**src/rtl/evtirq_pkg.sv**
```systemverilog
package evtirq_pkg;

  localparam int BUS_AW = 8;
  localparam int BUS_DW = 8;

  // byte-addressed register map; software decodes these offsets
  localparam logic [BUS_AW-1:0] A_MASK_BASE = 8'h17;
  localparam logic [BUS_AW-1:0] A_STAT_BASE = 8'h19;
  localparam logic [BUS_AW-1:0] A_ACK_BASE  = 8'h1B;
  localparam logic [BUS_AW-1:0] A_GDIR      = 8'h1D;
  localparam logic [BUS_AW-1:0] A_GIN       = 8'h1E;
  localparam logic [BUS_AW-1:0] A_GOUT      = 8'h1F;

  localparam logic [BUS_DW-1:0] GDIR_KEEP = 8'h67;
  localparam logic [BUS_DW-1:0] GOUT_KEEP = 8'h07;
  localparam logic [BUS_DW-1:0] GDIR_RST  = 8'h07;

  typedef struct packed {
    logic              we;
    logic [BUS_AW-1:0] addr;
    logic [BUS_DW-1:0] wdata;
  } bus_req_t;

endpackage

```
**src/rtl/evtirq_edge.sv**
```systemverilog
module evtirq_edge (
  input  logic clk,
  input  logic rst,
  input  logic lvl,
  output logic rise
);
  logic prev_q;

  always_ff @(posedge clk) begin
    if (rst) prev_q <= 1'b0;
    else     prev_q <= lvl;
  end

  assign rise = lvl & ~prev_q;
endmodule

```
**src/rtl/evtirq_status.sv**
```systemverilog
module evtirq_status
  import evtirq_pkg::*;
#(
  parameter int              STAT_W   = 16,
  parameter logic [STAT_W-1:0] MASK_RST = 16'h0FFF
) (
  input  logic              clk,
  input  logic              rst,
  input  bus_req_t          req,
  input  logic [STAT_W-1:0] set_vec,
  output logic [STAT_W-1:0] stat_q,
  output logic [STAT_W-1:0] mask_q,
  output logic              irq_q
);
  localparam int NB = STAT_W / BUS_DW;

  logic [STAT_W-1:0] ack_vec;
  logic [STAT_W-1:0] mask_nxt;
  logic [STAT_W-1:0] stat_nxt;

  for (genvar b = 0; b < NB; b++) begin : g_byte
    localparam logic [BUS_AW-1:0] MADR = A_MASK_BASE + 8'(b);
    localparam logic [BUS_AW-1:0] KADR = A_ACK_BASE + 8'(b);
    always_comb begin
      ack_vec[b*BUS_DW +: BUS_DW]  = (req.we && req.addr == KADR) ? req.wdata : '0;
      mask_nxt[b*BUS_DW +: BUS_DW] = (req.we && req.addr == MADR) ? req.wdata
                                                                  : mask_q[b*BUS_DW +: BUS_DW];
    end
  end

  // clear first, then set: an event in the acknowledge cycle survives
  assign stat_nxt = (stat_q & ~ack_vec) | set_vec;

  always_ff @(posedge clk) begin
    if (rst) begin
      stat_q <= '0;
      mask_q <= MASK_RST;
      irq_q  <= 1'b0;
    end else begin
      stat_q <= stat_nxt;
      mask_q <= mask_nxt;
      irq_q  <= |(stat_nxt & ~mask_nxt);
    end
  end
endmodule

```
**src/rtl/evtirq_gpio.sv**
```systemverilog
module evtirq_gpio
  import evtirq_pkg::*;
(
  input  logic              clk,
  input  logic              rst,
  input  bus_req_t          req,
  output logic [BUS_DW-1:0] dir_q,
  output logic [BUS_DW-1:0] out_q
);
  always_ff @(posedge clk) begin
    if (rst) begin
      dir_q <= GDIR_RST;
      out_q <= '0;
    end else if (req.we) begin
      if (req.addr == A_GDIR) dir_q <= req.wdata & GDIR_KEEP;
      if (req.addr == A_GOUT) out_q <= req.wdata & GOUT_KEEP;
    end
  end
endmodule

```
**src/rtl/evtirq_ctrl.sv**
```systemverilog
module evtirq_ctrl
  import evtirq_pkg::*;
#(
  parameter int GPIO_N   = 3,
  parameter int STAT_W   = 16,
  parameter int TICK_BIT = 8,
  parameter int ALRM_BIT = 9,
  parameter int ERR_BIT  = 10,
  parameter int BTN_BIT  = 11
) (
  input  logic              clk,
  input  logic              rst,
  input  logic              reg_we,
  input  logic [BUS_AW-1:0] reg_addr,
  input  logic [BUS_DW-1:0] reg_wdata,
  output logic [BUS_DW-1:0] reg_rdata,
  input  logic              rtc_tick,
  input  logic              rtc_alarm,
  input  logic              rtc_err,
  input  logic              pwr_btn,
  input  logic [GPIO_N-1:0] gpio_in,
  output logic [GPIO_N-1:0] gpio_drv,
  output logic [GPIO_N-1:0] gpio_oe,
  output logic              irq
);
  localparam int NB = STAT_W / BUS_DW;
  localparam logic [STAT_W-1:0] MASK_RST = 16'h0FFF;

  bus_req_t          req;
  logic              btn_rise;
  logic [STAT_W-1:0] set_vec;
  logic [STAT_W-1:0] stat_q;
  logic [STAT_W-1:0] mask_q;
  logic [BUS_DW-1:0] dir_q;
  logic [BUS_DW-1:0] out_q;
  logic [BUS_DW-1:0] gin_byte;
  logic [BUS_DW-1:0] rd_nxt;

  assign req = '{we: reg_we, addr: reg_addr, wdata: reg_wdata};

  evtirq_edge u_btn (
    .clk (clk),
    .rst (rst),
    .lvl (pwr_btn),
    .rise(btn_rise)
  );

  always_comb begin
    set_vec           = '0;
    set_vec[TICK_BIT] = rtc_tick;
    set_vec[ALRM_BIT] = rtc_alarm;
    set_vec[ERR_BIT]  = rtc_err;
    set_vec[BTN_BIT]  = btn_rise;
  end

  evtirq_status #(.STAT_W(STAT_W), .MASK_RST(MASK_RST)) u_stat (
    .clk    (clk),
    .rst    (rst),
    .req    (req),
    .set_vec(set_vec),
    .stat_q (stat_q),
    .mask_q (mask_q),
    .irq_q  (irq)
  );

  evtirq_gpio u_gpio (
    .clk  (clk),
    .rst  (rst),
    .req  (req),
    .dir_q(dir_q),
    .out_q(out_q)
  );

  assign gpio_drv = out_q[GPIO_N-1:0];
  assign gpio_oe  = ~dir_q[GPIO_N-1:0];

  always_comb begin
    gin_byte             = '0;
    gin_byte[GPIO_N-1:0] = gpio_in | (~dir_q[GPIO_N-1:0] & out_q[GPIO_N-1:0]);
  end

  always_comb begin
    rd_nxt = '0;
    for (int b = 0; b < NB; b++) begin
      if (reg_addr == 8'(A_MASK_BASE + 8'(b))) rd_nxt = mask_q[b*BUS_DW +: BUS_DW];
      if (reg_addr == 8'(A_STAT_BASE + 8'(b))) rd_nxt = stat_q[b*BUS_DW +: BUS_DW];
    end
    case (reg_addr)
      A_GDIR:  rd_nxt = dir_q;
      A_GIN:   rd_nxt = gin_byte;
      A_GOUT:  rd_nxt = out_q;
      default: ;
    endcase
  end

  always_ff @(posedge clk) begin
    if (rst) reg_rdata <= '0;
    else     reg_rdata <= rd_nxt;
  end
endmodule

```
**config.mk**
```make
export PLATFORM = sky130hd
export DESIGN_NAME = evtirq_ctrl
export DESIGN_NICKNAME = d
export VERILOG_FILES = /design/src/rtl/evtirq_pkg.sv /design/src/rtl/evtirq_edge.sv /design/src/rtl/evtirq_status.sv /design/src/rtl/evtirq_gpio.sv /design/src/rtl/evtirq_ctrl.sv
export SDC_FILE = /design/constraint.sdc
export NUM_CORES = 1
export LEC_CHECK = 0
export ABC_AREA = 1
export BUFFER_PORTS_ARGS = -buffer_cell sky130_fd_sc_hd__buf_2
export CAP_MARGIN = 20
export CORE_UTILIZATION = 50
export CTS_CLUSTER_DIAMETER = 60
export CTS_CLUSTER_SIZE = 16
export DETAILED_ROUTE_END_ITERATION = 8
export PLACE_DENSITY = 0.69
export RECOVER_POWER = 100
export SYNTH_ARGS = -nofsm -noshare
export SYNTH_HDL_FRONTEND = slang
export SYNTH_HIERARCHICAL = 1
export SYNTH_SLANG_ARGS = --single-unit
```
**constraint.sdc**
```tcl
create_clock -name clk -period 3.3 [get_ports clk]
set_clock_uncertainty 0.15 [all_clocks]
set_input_delay 0.33 -clock clk [delete_from_list [all_inputs] [get_ports clk]]
set_output_delay 0.33 -clock clk [all_outputs]
set_load 0.02 [all_outputs]
```
==> results of run 1 <==
-- cell usage in the layout (no fill, tap or decap), types with 18 or more instances in the layout --
cell	count
inv_1	76
buf_2	22
nand2_1	137
nor2_1	38
dfxtp_1	50
clkbuf_1	18
conb_1	20
nand4_1	30
a21oi_1	18
nand3_1	51
-- layout make-up --
class,instances,area share
Tap cell,75,0.0275
Clock inverter,1,0.00879
Sequential cell,50,0.293
Inverter,83,0.0912
Clock buffer,6,0.0242
Timing Repair Buffer,40,0.0520
Multi-Input combinational cell,346,0.503
-- power groups by stage --
stage	Sequential (mW)	Clock (mW)	Combinational (mW)
floorplan	0.642	0	0.106
global placement	0.642	0	0.152
detailed placement	0.642	0	0.154
CTS	0.628	0.448	0.155
global route	0.630	0.470	0.173
finish	0.628	0.439	0.154
-- logic make-up (layout without fill, tap and decap cells) --
group / count (synthesis) / count (layout) / synth area share
compound gates: 37 / 37 / 0.0723
flops: 50 / 50 / 0.319
buf+inv: 102 / 130 / 0.145
other cells: 2 / 20 / 0.00240
simple gates: 289 / 289 / 0.461
-- worst paths after layout --
check / cells after the start / start / endpoint
setup / recovery: 13 / reg_addr[6] / u_stat/irq_q
hold / removal: 3 / pwr_btn / u_btn/prev_q
setup reg to reg: 9 / u_stat/mask_q[12] / u_stat/irq_q
hold reg to reg: 2 / u_gpio/dir_q[0] / u_gpio/dir_q[0]
-- flip-flops by register name, indices dropped and copies added (netlist names) --
name           cells
u_stat/mask_q     16
u_stat/stat_q     16
reg_rdata          8
u_gpio/dir_q       5
u_gpio/out_q       3
u_btn/prev_q       1
u_stat/irq_q       1
-- layer usage --
layer,global-route usage,share of wire
met1,0.329,0.47
met2,0.402,0.45
met3,0.0416,0.063
met4,0.0821,0.018
met5,0,0
-- metrics by stage --
stage          power (mW)  instances
3_5_place_dp        0.796        594
4_1_cts              1.23        601
2_1_floorplan       0.748        498
5_1_grt              1.27        601
3_3_place_gp        0.794        594
6_report             1.22        601
-- worst max-delay path: cells and delay by family --
family / cells / cell delay, ps
buf+inv: 2 / 170
compound gates: 1 / 140
simple gates: 10 / 1600
==> metrics.csv, run 1 <==
stage,metric,value,unit
outcome,status,completed,
setup_path,FF-to-FF setup slack,1900,ps
synthesis,top post-synthesis cells by area,"dfxtp_1, nand2_1, inv_1",
power_and_ir_drop,peak supply drop,0.262,mV
setup_path,CP Launch Type,primary input,
place,hpwl dp,5.58,mm
detailed_routing,final routed DRC violation total,0,
synthesis,"area leader, netlist",dfxtp_1,
synthesis,Yosys cell types,25,
worst_hold_path,worst min path class,primary input to flop,
clock_network,clk sinks,50,
finish,layout cells sized above 1,0.141,
timing,fin worst setup slack,1030,ps
setup_path,Critical Path End Type,flop,
timing,crit share post-route,0.688,
power_and_ir_drop,P_leak,1.78,nW
timing,crit path time final,2270,ps
floorplan,Die Y,81.2,um
setup_path,CP arrival,2270,ps
clock_network,clk buf depth,2,
detailed_routing,Detailed Routing Iterations Pass 1,4,
global_route,initial antenna violation count,0,
timing,Slew HR,0.179,
clock_network,H-tree levels,2,
setup_path,Worst path max stage delay,530,ps
synthesis,post-synthesis sequential area ratio,0.319,
clock_network,worst-skew pair later-pin latency,300,ps
detailed_routing,Antenna Violating Nets Remaining,0,
setup_path,slowest library cell on the worst path,nand3_1,
synthesis,"EDFF count, synth",0,
finish,Multi-input gate area,1720,um2
finish,nets,552,
timing,Max Fclk,440,MHz
clock_network,# resized after CTS,0,
job,Max Cap Viol,0,
floorplan,Die ar.,6590,um2
synthesis,mapped cell area,3130,um2
clock_network,setup bufs post-CTS,0,
setup_path,Crit Path Max Fanout,18,
timing,max-slew violations,0,
synthesis,Post-synth top flop,dfxtp_1,
finish,Final Instance Area,3420,um2
power_and_ir_drop,Flop pwr share,0.515,
place,global placement routability congestion,0.810,
timing,RSZ-0062 raised after global routing,no,
detailed_routing,vias per std cell,4.99,
floorplan,row count,28,
synthesis,top-area cell type share of the netlist area,0.319,
place,Post-DP Area,3350,um2
global_route,vias in the first global route,2658,
power_and_ir_drop,Cell Pwr Density,358,nW/um2
finish,Reg area,1000,um2
global_route,global-route wire length before repair,12.2,mm
floorplan,Die X,81.2,um
global_route,remaining global-route overflow,0,
finish,number of inserted diodes,0,
clock_network,Num CTS Buffers,5,
floorplan,initial core utilization,0.523,
setup_path,worst-path cell chain,clkbuf_1 > inv_1 > nand2_1 > nor2_8 > nand3_1 > nand2_1 > o21ai_0 > nand2_1 > nand2_1 > nor2_1 > nand2_1 > nor2_1 > nor2_1,
timing,Final TNS setup,0,ps
detailed_routing,final WL,7.37,mm
timing,Fin Hold WS,91.2,ps
detailed_routing,Iteration-0 DRC Markers,173,
detailed_routing,Via Count,2996,
power_and_ir_drop,clock share of power,0.359,
floorplan,Boundary Pins,41,
power_and_ir_drop,switching share of power,0.259,
synthesis,Seq cells post-synth,50,
power_and_ir_drop,Net Switching,0.317,mW
clock_network,clk slew on worst S/H paths,90,ps
clock_network,root buf cell,clkbuf_8,
synthesis,cell with the most instances after synthesis,nand2_1,
setup_path,kind of critical path,primary input to flop,
setup_path,"Top cell by count, worst path",nand2_1,
global_route,pin count of the biggest net entering global routing,45,
place,Port Buf Inserts,40,
global_route,GRT Overall Usage,0.247,
power_and_ir_drop,Logic pwr share,0.126,
setup_path,"Data required, critical path",3300,ps
finish,Layout Area Growth over Synthesis,9.03,%
synthesis,Synth Area per Inst,6.53,um2
finish,number of fill cells,597,
synthesis,Post-synth top cells,"nand2_1, inv_1, dfxtp_1, nand3_1, nor2_1",
timing,worst-margin pin slew,1230,ps
synthesis,Async SR Flop Fraction,0,
timing,final hold violation count,0,
floorplan,CORE AREA,5990,um2
power_and_ir_drop,Internal,0.905,mW
finish,final core occ,0.570,
place,dpl ws,1160,ps
clock_network,CTS tree,built,
timing,# setup viols final,0,
synthesis,synthesized netlist cell count,480,
clock_network,Post-CTS Hold Buffers,0,
detailed_routing,routed len/inst,12.3,um
synthesis,total number of yosys warnings,6,
Note: power is estimated with default switching activity, not from simulation.
==> inputs of run 2 (changes only) <==
--- a/config.mk
+++ b/config.mk
@@ -12,7 +12,7 @@
 export CTS_CLUSTER_DIAMETER = 60
 export CTS_CLUSTER_SIZE = 16
 export DETAILED_ROUTE_END_ITERATION = 8
-export PLACE_DENSITY = 0.69
+export PLACE_DENSITY = 0.71
 export RECOVER_POWER = 100
 export SYNTH_ARGS = -nofsm -noshare
 export SYNTH_HDL_FRONTEND = slang
==> constraint.sdc (replaced) <==
create_clock -name clk -period 2 [get_ports clk]
set_clock_uncertainty 0.15 [all_clocks]
set_input_delay 0.2 -clock clk [delete_from_list [all_inputs] [get_ports clk]]
set_output_delay 0.2 -clock clk [all_outputs]
set_load 0.02 [all_outputs]
==> run 2 against run 1 <==
Worst setup slack worse by 670 ps. Routed wire length is 0.18% higher. Critical path type unchanged. Critical endpoint unchanged. Sequential cell count stayed put. Via count is 0.90% lower. Die area stayed put. Final cell count is 1.2% higher. Register-to-register slack worse by 1200 ps.
==> metrics.csv, run 2 (synthesis gave the netlist of run 1 again) <==
stage,metric,value,unit
place,Port Buf Inserts,40,
global_route,remaining global-route overflow,0,
floorplan,row count,28,
floorplan,CORE AREA,5990,um2
setup_path,"Data required, critical path",2040,ps
place,global placement routability congestion,0.866,
power_and_ir_drop,peak supply drop,0.439,mV
detailed_routing,routed len/inst,12.1,um
worst_hold_path,worst min path class,primary input to flop,
job,Max Cap Viol,0,
finish,number of inserted diodes,0,
floorplan,Die X,81.2,um
place,hpwl dp,5.86,mm
detailed_routing,final routed DRC violation total,0,
timing,Max Fclk,610,MHz
clock_network,clk sinks,50,
timing,final hold violation count,0,
detailed_routing,vias per std cell,4.88,
outcome,status,completed,
clock_network,H-tree levels,2,
finish,Multi-input gate area,1690,um2
finish,biggest regs,"u_stat/mask_q x16, u_stat/stat_q x16, reg_rdata x8",
power_and_ir_drop,Cell Pwr Density,553,nW/um2
timing,crit path time final,1640,ps
finish,layout cells sized above 1,0.137,
setup_path,CP top delay family,simple AND/OR/NAND/NOR gates,
clock_network,# resized after CTS,0,
clock_network,clk slew on worst S/H paths,90,ps
setup_path,Reg-to-Reg Start,u_stat/mask_q[0],
timing,max-slew violations,0,
finish,Layout Area Growth over Synthesis,9.07,%
power_and_ir_drop,P_leak,1.81,nW
clock_network,worst-skew pair later-pin latency,290,ps
finish,Reg area,1000,um2
setup_path,CP Launch Type,primary input,
timing,# setup viols final,0,
setup_path,CP arrival,1680,ps
detailed_routing,final WL,7.39,mm
floorplan,Die Y,81.2,um
worst_hold_path,Hold EP,u_stat/stat_q[10],
setup_path,Worst path max stage delay,340,ps
setup_path,Worst R2R Path Depth,9,
worst_hold_path,HP Start,rtc_err,
timing,RSZ-0062 raised after global routing,no,
floorplan,initial core utilization,0.523,
setup_path,FF-to-FF setup slack,670,ps
floorplan,Die ar.,6590,um2
finish,number of fill cells,651,
detailed_routing,Detailed Routing Iterations Pass 1,5,
global_route,vias in the first global route,2703,
timing,Final TNS setup,0,ps
setup_path,Critical Path End Type,flop,
global_route,GRT Overall Usage,0.246,
floorplan,Boundary Pins,41,
setup_path,Critical R2R Capture,u_stat/irq_q,
timing,crit share post-route,0.820,
clock_network,Num CTS Buffers,5,
finish,"most common cell after layout, fill and taps aside",nand2_1,
timing,fin worst setup slack,361,ps
worst_hold_path,hold path cells,3,
setup_path,kind of critical path,primary input to flop,
setup_path,Crit Path Max Fanout,16,
place,dpl ws,72.2,ps
clock_network,clk buf depth,2,
clock_network,CTS tree,built,
setup_path,worst-path cell chain,clkbuf_1 > nand2_1 > inv_1 > nand3_4 > nand2_1 > o21ai_0 > nand2_1 > nand2_1 > nor2_1 > nand2_1 > nor2_1 > nor2_1,
global_route,global-route wire length before repair,12.4,mm
setup_path,WP buf/inv,2,
setup_path,slowest library cell on the worst path,clkbuf_1,
global_route,pin count of the biggest net entering global routing,23,
finish,most frequent cells in the layout,"nand2_1, inv_1, nand3_1",
global_route,initial antenna violation count,0,
clock_network,root buf cell,clkbuf_8,
detailed_routing,Via Count,2969,
detailed_routing,Iteration-0 DRC Markers,205,
setup_path,"Top cell by count, worst path",nand2_1,
finish,nets,558,
detailed_routing,Antenna Violating Nets Remaining,0,
run 2: cell type report:
cell class                 count  share of cell area
clock buffer                   7              0.0253
clock inverter                 1             0.00146
inverter                      83              0.0912
multi-input combinational    346               0.495
sequential                    50               0.293
tap                           75              0.0275
timing repair buffer          46              0.0663
run 2: layer usage:
metal | up-vias | GRT usage | wire [um]
li1 | 1587 | - | -
met1 | 1297 | 0.332 | 3440
met2 | 81 | 0.408 | 3440
met3 | 4 | 0.0416 | 451
met4 | 0 | 0.0518 | 56
met5 | - | 0 | 0
run 2: timing repair:
action | CTS | global route
setup buffers | 0 | 0
hold buffers | 1 | 0
endpoints found under the hold margin | 1 | 0
run 2: through the flow:
stage / hold slack, ps / instances / utilization / power, mW / instance area, um2
3_3_place_gp: 266 / 599 / 0.566 / 1.31 / 3390
4_1_cts: 15.5 / 608 / 0.583 / 1.91 / 3490
3_5_place_dp: 274 / 599 / 0.566 / 1.32 / 3390
6_report: 27.3 / 608 / 0.570 / 1.89 / 3420
5_1_grt: 20.8 / 608 / 0.570 / 1.98 / 3420
2_1_floorplan: 119 / 498 / - / 1.23 / 3200
run 2: power by group:
group          leakage, nW  switching [mW]  internal [mW]
registers            0.409          0.0143           1.02
logic                 1.35           0.181         0.0739
clock network       0.0482           0.317          0.280
total                 1.81           0.513           1.38
run 2: how the worst max path moves through the flow:
stage                     cells past startpoint  slack (ps)        start      endpoint
final                                        12         360  reg_addr[2]  u_stat/irq_q
after global routing                         12         190  reg_addr[2]  u_stat/irq_q
after CTS                                    12         390  reg_addr[1]  u_stat/irq_q
after detailed placement                     12          70  reg_addr[1]  u_stat/irq_q
after global placement                       13         100  reg_addr[6]  u_stat/irq_q
after floorplan                              13         490  reg_addr[6]  u_stat/irq_q
run 2: tightest hold or removal path, delay by kind of cell:
family                 cells  cell delay, ps
AOI/OAI and AO/OA          1              60
buffers and inverters      2             170
